===== src/rtl/therm_watch_pkg.sv =====
package therm_watch_pkg;

  typedef enum logic {
    ACQ_IDLE = 1'b0,
    ACQ_RUN  = 1'b1
  } acq_state_t;

  // Flag vector; bit order is visible at the ports (bit0 eoc ... bit3 chg).
  typedef struct packed {
    logic chg;
    logic cold;
    logic hot;
    logic eoc;
  } tw_flags_t;

  localparam int unsigned NUM_FLAGS = $bits(tw_flags_t);

endpackage


===== src/rtl/therm_acq_ctrl.sv =====
module therm_acq_ctrl
  import therm_watch_pkg::*;
(
  input  logic clk,
  input  logic rst_n,
  input  logic wake_i,
  input  logic start_i,
  input  logic res_valid_i,
  output logic busy_o,
  output logic res_ready_o,
  output logic adc_start_o,
  output logic accept_o
);

  acq_state_t state_q;
  logic       pulse_q;
  logic       launch;

  assign launch      = wake_i && (state_q == ACQ_IDLE) && start_i;
  assign busy_o      = (state_q == ACQ_RUN);
  assign res_ready_o = busy_o && wake_i;
  assign accept_o    = res_valid_i && res_ready_o;
  assign adc_start_o = pulse_q;

  always_ff @(posedge clk or negedge rst_n) begin
    if (!rst_n) begin
      state_q <= ACQ_IDLE;
      pulse_q <= 1'b0;
    end else if (!wake_i) begin
      state_q <= ACQ_IDLE;
      pulse_q <= 1'b0;
    end else begin
      pulse_q <= launch;
      unique case (state_q)
        ACQ_IDLE: if (start_i)     state_q <= ACQ_RUN;
        ACQ_RUN:  if (res_valid_i) state_q <= ACQ_IDLE;
        default:                   state_q <= ACQ_IDLE;
      endcase
    end
  end

endmodule


===== src/rtl/therm_clamp.sv =====
module therm_clamp #(
  parameter int CODE_W   = 8,
  parameter int LO_LIMIT = -10,
  parameter int HI_LIMIT = 85
) (
  input  logic signed [CODE_W-1:0] code_i,
  output logic signed [CODE_W-1:0] code_o
);

  localparam logic signed [CODE_W-1:0] LO_C = CODE_W'(LO_LIMIT);
  localparam logic signed [CODE_W-1:0] HI_C = CODE_W'(HI_LIMIT);

  always_comb begin
    if (code_i < LO_C)      code_o = LO_C;
    else if (code_i > HI_C) code_o = HI_C;
    else                    code_o = code_i;
  end

endmodule


===== src/rtl/therm_judge.sv =====
module therm_judge #(
  parameter int CODE_W    = 8,
  parameter int SEL_W     = 4,
  parameter int DT_W      = 2,
  parameter int HOT_BASE  = 42,
  parameter int COLD_BASE = -7,
  parameter int DT_BASE   = 2
) (
  input  logic                     clk,
  input  logic                     rst_n,
  input  logic                     wake_i,
  input  logic                     accept_i,
  input  logic signed [CODE_W-1:0] sample_i,
  input  logic [SEL_W-1:0]         hot_sel_i,
  input  logic [SEL_W-1:0]         cold_sel_i,
  input  logic [DT_W-1:0]          dt_sel_i,
  output logic [CODE_W-1:0]        value_o,
  output logic                     hot_o,
  output logic                     cold_o,
  output logic                     chg_o
);

  // One extra bit keeps threshold sums and the difference free of overflow.
  localparam int XW = CODE_W + 1;
  localparam logic signed [XW-1:0] HOT_C  = XW'(HOT_BASE);
  localparam logic signed [XW-1:0] COLD_C = XW'(COLD_BASE);
  localparam logic        [XW-1:0] DT_C   = XW'(DT_BASE);

  logic [CODE_W-1:0]        value_q;
  logic signed [CODE_W-1:0] base_q;
  logic                     base_vld_q;

  logic signed [XW-1:0] samp_x, base_x, hot_thr, cold_thr, diff;
  logic        [XW-1:0] mag, dt_thr;

  always_comb begin
    samp_x   = {sample_i[CODE_W-1], sample_i};
    base_x   = {base_q[CODE_W-1], base_q};
    hot_thr  = HOT_C  + $signed({{(XW-SEL_W){1'b0}}, hot_sel_i});
    cold_thr = COLD_C + $signed({{(XW-SEL_W){1'b0}}, cold_sel_i});
    dt_thr   = DT_C   + {{(XW-DT_W){1'b0}}, dt_sel_i};
    diff     = samp_x - base_x;
    mag      = diff[XW-1] ? -diff : diff;
    hot_o    = (samp_x >= hot_thr);
    cold_o   = (samp_x <= cold_thr);
    chg_o    = base_vld_q && (mag >= dt_thr);
  end

  always_ff @(posedge clk or negedge rst_n) begin
    if (!rst_n) begin
      value_q    <= '0;
      base_q     <= '0;
      base_vld_q <= 1'b0;
    end else if (!wake_i) begin
      value_q    <= '0;
      base_q     <= '0;
      base_vld_q <= 1'b0;
    end else if (accept_i) begin
      value_q <= sample_i;
      if (!base_vld_q || chg_o) begin
        base_q     <= sample_i;
        base_vld_q <= 1'b1;
      end
    end
  end

  assign value_o = value_q;

endmodule


===== src/rtl/therm_flag_bank.sv =====
module therm_flag_bank #(
  parameter int N = 4
) (
  input  logic         clk,
  input  logic         rst_n,
  input  logic         wake_i,
  input  logic [N-1:0] set_i,
  input  logic [N-1:0] clr_i,
  output logic [N-1:0] flag_o
);

  for (genvar i = 0; i < N; i++) begin : g_flag
    logic bit_q;
    always_ff @(posedge clk or negedge rst_n) begin
      if (!rst_n)         bit_q <= 1'b0;
      else if (!wake_i)   bit_q <= 1'b0;
      else if (set_i[i])  bit_q <= 1'b1;
      else if (clr_i[i])  bit_q <= 1'b0;
    end
    assign flag_o[i] = bit_q;
  end

endmodule


===== src/rtl/therm_watch.sv =====
module therm_watch
  import therm_watch_pkg::*;
#(
  parameter int CODE_W    = 8,
  parameter int SEL_W     = 4,
  parameter int DT_W      = 2,
  parameter int LO_LIMIT  = -10,
  parameter int HI_LIMIT  = 85,
  parameter int HOT_BASE  = 42,
  parameter int COLD_BASE = -7,
  parameter int DT_BASE   = 2
) (
  input  logic                 clk,
  input  logic                 rst_n,
  input  logic                 wake_i,
  input  logic                 start_i,
  output logic                 adc_start_o,
  input  logic                 res_valid_i,
  output logic                 res_ready_o,
  input  logic [CODE_W-1:0]    res_code_i,
  input  logic [DT_W-1:0]      dt_sel_i,
  input  logic [SEL_W-1:0]     hot_sel_i,
  input  logic [SEL_W-1:0]     cold_sel_i,
  input  logic [NUM_FLAGS-1:0] flag_clr_i,
  output logic                 start_bit_o,
  output logic                 conv_done_o,
  output logic [CODE_W-1:0]    temp_value_o,
  output logic [NUM_FLAGS-1:0] flags_o
);

  logic                     busy, accept;
  logic signed [CODE_W-1:0] clamped;
  logic                     hot, cold, chg;
  tw_flags_t                set_v;

  therm_acq_ctrl u_ctrl (
    .clk         (clk),
    .rst_n       (rst_n),
    .wake_i      (wake_i),
    .start_i     (start_i),
    .res_valid_i (res_valid_i),
    .busy_o      (busy),
    .res_ready_o (res_ready_o),
    .adc_start_o (adc_start_o),
    .accept_o    (accept)
  );

  therm_clamp #(
    .CODE_W   (CODE_W),
    .LO_LIMIT (LO_LIMIT),
    .HI_LIMIT (HI_LIMIT)
  ) u_clamp (
    .code_i (signed'(res_code_i)),
    .code_o (clamped)
  );

  therm_judge #(
    .CODE_W    (CODE_W),
    .SEL_W     (SEL_W),
    .DT_W      (DT_W),
    .HOT_BASE  (HOT_BASE),
    .COLD_BASE (COLD_BASE),
    .DT_BASE   (DT_BASE)
  ) u_judge (
    .clk        (clk),
    .rst_n      (rst_n),
    .wake_i     (wake_i),
    .accept_i   (accept),
    .sample_i   (clamped),
    .hot_sel_i  (hot_sel_i),
    .cold_sel_i (cold_sel_i),
    .dt_sel_i   (dt_sel_i),
    .value_o    (temp_value_o),
    .hot_o      (hot),
    .cold_o     (cold),
    .chg_o      (chg)
  );

  always_comb begin
    set_v = '0;
    if (accept) begin
      set_v.eoc  = 1'b1;
      set_v.hot  = hot;
      set_v.cold = cold;
      set_v.chg  = chg;
    end
  end

  therm_flag_bank #(.N(NUM_FLAGS)) u_flags (
    .clk    (clk),
    .rst_n  (rst_n),
    .wake_i (wake_i),
    .set_i  (set_v),
    .clr_i  (flag_clr_i),
    .flag_o (flags_o)
  );

  assign start_bit_o = busy;
  assign conv_done_o = !busy;

endmodule


===== config.mk =====
export PLATFORM = sky130hd
export DESIGN_NAME = therm_watch
export DESIGN_NICKNAME = d
export VERILOG_FILES = /design/src/rtl/therm_watch_pkg.sv /design/src/rtl/therm_acq_ctrl.sv /design/src/rtl/therm_clamp.sv /design/src/rtl/therm_judge.sv /design/src/rtl/therm_flag_bank.sv /design/src/rtl/therm_watch.sv
export SDC_FILE = /design/constraint.sdc
export NUM_CORES = 1
export LEC_CHECK = 0
export ABC_AREA = 1
export BUFFER_PORTS_ARGS = -buffer_cell sky130_fd_sc_hd__buf_2
export CORE_MARGIN = 5
export CORE_UTILIZATION = 30
export DETAILED_ROUTE_END_ITERATION = 16
export PLACE_DENSITY = 0.46
export SKIP_LAST_GASP = 1
export SYNTH_ARGS = -nofsm -noshare
export SYNTH_HDL_FRONTEND = slang
export SYNTH_HIERARCHICAL = 1
export SYNTH_SLANG_ARGS = --single-unit

===== constraint.sdc =====
create_clock -name clk -period 3.3 [get_ports clk]
set_input_delay 0.495 -clock clk [delete_from_list [all_inputs] [get_ports clk]]
set_output_delay 0.495 -clock clk [all_outputs]
set_load 0.01 [all_outputs]

Yosys cells after proc, flatten, opt, wreduce, memory -nomap -nowiden:

Cells that the tools add are included.

* bits in registers: 23
* input port bits: 27
* output and inout port bits: 16
* word-level logic and storage cells: 64

* add/sub/neg operators: 5
* $lt $le $gt $ge: 5
* eq/ne operators: 6
* multiplexer cells: 29
* bitwise logic cells: 1
* reduce and logical (&&, ||, !) cells: 9

Operator list (number)
* $mux W8: 7
* $mux W1: 19
* $ne A3 B1 Y1 const B: 4
* $ge A9 B9 Y1: 1
* $mux W9: 1
* $neg A9 Y9: 1
* $sub A8 B8 Y9: 1
* $ge A8 B8 Y1: 1
* $gt A8 B8 Y1 const B: 1
* $le A8 B6 Y1: 1
* $lt A8 B5 Y1 const B: 1
* $add A6 B4 Y7 const A: 1
* $add A4 B5 Y6 const A: 1
* $logic_and A1 B1 Y1: 5
* $mux W4: 1
* $ne A2 B1 Y1 const B: 2
* $add A2 B2 Y3 const A: 1
* $logic_not A1 Y1: 2
* $pmux W1 S2: 1
* $reduce_and A2 Y1: 1
* $logic_or A1 B1 Y1: 1
* $not A1 Y1: 1

Longest topological paths before layout:

* depth after elaboration: 12
* depth in mapped cells: 31
* gate-level depth less buffers: 30

Cells and area by module:

Netlist, hierarchy kept.

By module, submodules not included
* therm_judge: times used 1, cells an instance 287, area an instance 1911.8 µm², seq. area each 425.4 µm²
* therm_flag_bank: times used 1, cells an instance 25, area an instance 198.9 µm², seq. area each 100.1 µm²
* therm_clamp: times used 1, cells an instance 28, area an instance 116.4 µm², seq. area each 0.0 µm²
* therm_acq_ctrl: times used 1, cells an instance 11, area an instance 88.8 µm², seq. area each 50.0 µm²
* therm_watch: times used 1, cells an instance 7, area an instance 26.3 µm², seq. area each 0.0 µm²

Worst setup path before layout:

OpenSTA, ideal clock, no wires.

* path type: input -> register
* start: input res_code_i[6]
* end: register u_flags.g_flag[3].bit_q
* setup time: 0.120 ns
* arrival time: 3.418 ns
* data required time: 3.180 ns
* path slack: -0.238 ns
* stages on the path: 30
* buffers on the path: 1
* cells stage by stage: nand2_1 > nor2_1 > nand2_1 > nand2_2 > nand2_1 > nand2_1 > inv_1 > ha_1 > fa_1 > inv_1 > nand2_2 > nand2_2 > nand3_2 > nand2_1 > nand2_1 > nand2_2 > buf_6 > nand2_1 > xnor2_1 > inv_1 > ha_1 > a21o_1 > a21oi_1 > nand3_1 > nor2_4 > a21boi_0 > nand2_1 > inv_1 > inv_1 > a21oi_1

RTL lines
* start: declaration: line therm_watch.sv:20 `input logic [CODE_W-1:0] res_code_i,`
* end signal: assignment: line therm_flag_bank.sv:15 `if (!rst_n) bit_q <= 1'b0;`
* end signal: assignment: line therm_flag_bank.sv:16 `else if (!wake_i) bit_q <= 1'b0;`
* end signal: assignment: line therm_flag_bank.sv:17 `else if (set_i[i]) bit_q <= 1'b1;`
* end: declaration: line therm_flag_bank.sv:13 `logic bit_q;`

Worst setup path after layout:

* start: input res_code_i[6]
* end: register u_judge.base_q[7]

* cells in the longest elaborated chain, start to end: 11
* elaborated cells between the ends (all ways): 15
* those cells by class: 2 x add/sub; 3 x order compare; 1 x eq/ne; 6 x mux; 3 x reduce/logical

RTL lines
* $gt A8 B8 Y1: line therm_clamp.sv:15 `else if (code_i > HI_C) code_o = HI_C;`
* $mux W8: line therm_clamp.sv:15
* $mux W8 (*): line therm_clamp.sv:14 `if (code_i < LO_C) code_o = LO_C;`
* net clamped[0]: line therm_watch.sv:32 `logic signed [CODE_W-1:0] clamped;`
* $sub A8 B8 Y9 (*): line therm_judge.sv:42 `diff = samp_x - base_x;`
* $neg A9 Y9: line therm_judge.sv:43 `mag = diff[XW-1] ? -diff : diff;`
* $mux W9 (*): line therm_judge.sv:43
* $ge A9 B9 Y1 (*): line therm_judge.sv:46 `chg_o = base_vld_q && (mag >= dt_thr);`
* $logic_and A1 B1 Y1 (*): line therm_judge.sv:46
* $logic_or A1 B1 Y1 (*): line therm_judge.sv:60 `if (!base_vld_q || chg_o) begin`
* $ne A2 B1 Y1 (no line) (*)
* $reduce_and A2 Y1 (no line) (*)
* end signal: assignment: line therm_judge.sv:61 `base_q <= sample_i;`
* end: declaration: line therm_judge.sv:30 `logic signed [CODE_W-1:0] base_q;`

Mark *: on every way through the listed nets, which the timed path passes. The rest lies on a longest branch. The select of a mux whose other input is x is not followed.
A chain may end at the register's enable or synchronous reset.

==> flow_summary_export.csv <==
group,metric,value,unit
sta,final.period_utilization,1.01,
global_routing,gr-total-overflow,0,
yosys,synth_top_flop_cell,"dfrtp_1",
route,drcViolationCount,0,
clock_tree,tritoncts,"done",
global_routing,globalRouteMet2Util,0.240,
setup_path,type_of_the_setup_path_with_the_least_slack,"primary input to flop",
yosys,summed_instance_area_of_the_synthesized_netlist,0.00234,mm^2
global_routing,grtUsageTotal,0.135,
setup_path,cp-startpoint,"res_code_i[6]",
clock_tree,post_cts_hold_buffer_count,0,
clock_tree,h-tree-depth,1,
sta,finalMaxSlewViolations,0,
route,avg_vias_per_cell,4.43,
clock_tree,max-clock-path-buffers,2,
power,standby_leakage_power,1.85,nW
yosys,yosysTopAreaCell,"dfrtp_1",
route,route.vias.total,2460,
finish,syn_to_final_growth,38.2,%
die,placementRows,32,
global_routing,grt_most_used_layer,"met2",
setup_path,regToRegSetupSlack,0.25,ns
run,cap_viol_max_count,0,
setup_path,cp_common_cell,"nand2_2",
global_routing,grt_pass1_wl,10900,um
die,die_w,98.4,um
setup_path,critical-path-slowest-cell,"fa_2",
setup_path,cp-start-kind,"primary input",
place,hpwl,5230,um
sta,period_needed,3.35,ns
route,avgRoutedWirePerCell,11.5,um
finish,final_instance_count_without_filler_cells,555,
global_routing,pin_count_of_the_biggest_net_entering_global_routing,24,
sta,fin_ws,-0.0481,ns
yosys,number_of_synthesis_warnings,6,
finish,design.final.nets,509,
power,sum_of_internal_switching_and_leakage_power,0.000874,W
yosys,synth_area_leaders,"dfrtp_1 (25%), nand2_1 (18%), ha_1 (14%), inv_1 (10%), nand3_1 (10%)",
setup_path,reg2reg_to,"u_judge/base_q[7]$_DFFE_PN0P_",
setup_path,timing.reg2reg.worst_path_depth,22,
die,start_util,0.306,
global_routing,grtUsageMet3,0.0107,
global_routing,antenna_violations_before_repair,0,
finish,final_cell_mix,"nand2_1 (103), inv_1 (62), buf_4 (56)",
setup_path,worst_ep_arrival_time,3.55,ns
die,die_span_in_y,98.4,um
yosys,ys_async_sr_fraction,1.00,
place,post-place-ws,-0.427,ns
setup_path,cp_max_fo,8,
yosys,post_synth.cell_area_avg,6.54,um^2
die,core_area,0.00765,mm^2
place,placed_cells_incl_taps,540,
sta,timing.clock.skew,0.00338,ns
sta,achievable-frequency,299,MHz
sta,slew-limit-headroom,0.643,
finish,layout.cells.most_common,"nand2_1",
sta,worst-slew-pin-transition,0.535,ns
place,gp_congestion,0.801,
setup_path,slowest_delay,0.39,ns
route,initialDrtViolationCount,115,
yosys,netlist_instances,358,
clock_tree,clk_transition_reported_paths,0.08,ns
power,power_density_relative_to_cell_area,270,mW/mm^2
route,postRouteAntennaNets,0,
sta,timing.setup.tns,-0.329,ns
place,port-buffer-count,42,
yosys,yosys_register_bits,23,
power,ir_worst_vdd,0.187,mV
clock_tree,insertion_delay,0.26,ns
clock_tree,clkSinkCount,23,
yosys,syn_nets,413,
sta,setup_repair_after_global_routing_missed_its_margin,"true",
sta,final-hold-violation-count,0,
clock_tree,ctsRootBufferMaster,"clkbuf_8",
die,io_pins,43,
yosys,yosysTopAreaCellShare,0.246,
global_routing,grt_util_met1,0.181,
die,die_area,0.00967,mm^2
hold_path,hold_class,"primary input to async pin",
yosys,synth-edff-count,0,
global_routing,via_count_of_the_first_global_routing_pass,2424,
clock_tree,cts_made_buffers,3,
route,drt_pre_antenna_iters,5,
sta,setup-violations-final,9,
run_status,outcome,"complete, but fails checks",
run_status,failed_checks,"setup timing",
finish,drive_above_1_share,0.318,
setup_path,endpoint_kind,"flop",
setup_path,worstPathRequired,3.50,ns
finish,antenna_cells,0,
yosys,yosys.cell_types.count,30,
yosys,synth_sequential_area_ratio,0.246,
route,route.final.wire_length,6410,um
setup_path,worst_r2r_startpoint,"u_judge/base_q[0]$_DFFE_PN0P_",
final cells by class:
class                      instances  area (um^2)
fill                             792         4410
tap                              102          128
inverter                          67          251
timing repair buffer              98          682
clock buffer                       4         45.0
multi-input combinational        261         1560
sequential                        23          576
flip-flops by register name, indices dropped and copies added (netlist names):
signal / count
u_judge/base_vld_q: 1
u_ctrl/busy_o: 1
u_judge/base_q: 8
u_judge/value_o: 8
u_ctrl/adc_start_o: 1
u_flags/g_flag.bit_q: 4
synthesized netlist by cell type (all sizes together), types with 3 or more instances:
master	instances
a21oi	19
clkbuf	3
ha	27
nand3	51
o21ai	7
nand2	125
buf	5
dfrtp	23
nor2	17
inv	65
what timing repair did:
item                       4_1_cts  5_1_grt
setup endpoints to repair        9        9
pin swaps                        9       13
gates resized for setup         24        6
setup buffers                    7        3
cloned                           1        0
logic make-up (layout without fill, tap and decap cells):
logic type	count (synthesis)	after routing	synth area share
simple gates	195	196	0.373
flops	23	23	0.246
fa+ha+maj	28	28	0.153
xor+xnor	4	4	0.0150
compound gates	33	33	0.0833
buf+inv	75	169	0.130
worst max path at each step:
stage	depth (start not counted)	end	slack, ns
4_1_cts	29	u_judge/base_q[4]$_DFFE_PN0P_	-0.03
2_1_floorplan	30	u_flags/g_flag[3].bit_q$_DFFE_PN0P_	-0.14
6_report	30	u_judge/base_q[7]$_DFFE_PN0P_	-0.05
3_5_place_dp	28	u_judge/base_q[4]$_DFFE_PN0P_	-0.43
3_3_place_gp	27	u_flags/g_flag[3].bit_q$_DFFE_PN0P_	-0.38
5_1_grt	30	u_judge/base_q[7]$_DFFE_PN0P_	-0.33
where the power goes:
| part | internal [W] | total (W) | switching (W) |
|---|---|---|---|
| clock | 0.0000861 | 0.000176 | 0.0000896 |
| sequential | 0.000290 | 0.000296 | 0.00000576 |
| combinational | 0.000183 | 0.000403 | 0.000220 |
| total | 0.000559 | 0.000874 | 0.000316 |
worst max-delay path, delay by kind of cell:
family,cells,cell delay (ns)
buffers and inverters,3,0.20
adder cells (fa/ha/maj),3,0.79
AO/OA/AOI/OAI,4,0.43
AND/OR/NAND/NOR,20,1.66
per-stage QoR:
step	area [um^2]	utilization	hold WS [ns]
after floorplan	2370	-	0.199
after global placement	3000	0.392	0.459
after detailed placement	3000	0.392	0.461
after CTS	3190	0.417	0.217
after global routing	3240	0.423	0.245
final	3240	0.423	0.202
metal layers:
layer / routed length, um / up-vias
li1: - / 1323
met3: 170 / 2
met2: 3180 / 43
met5: 0 / -
met4: 23 / 0
met1: 3030 / 1092
Power figures use the tool's default switching activity.
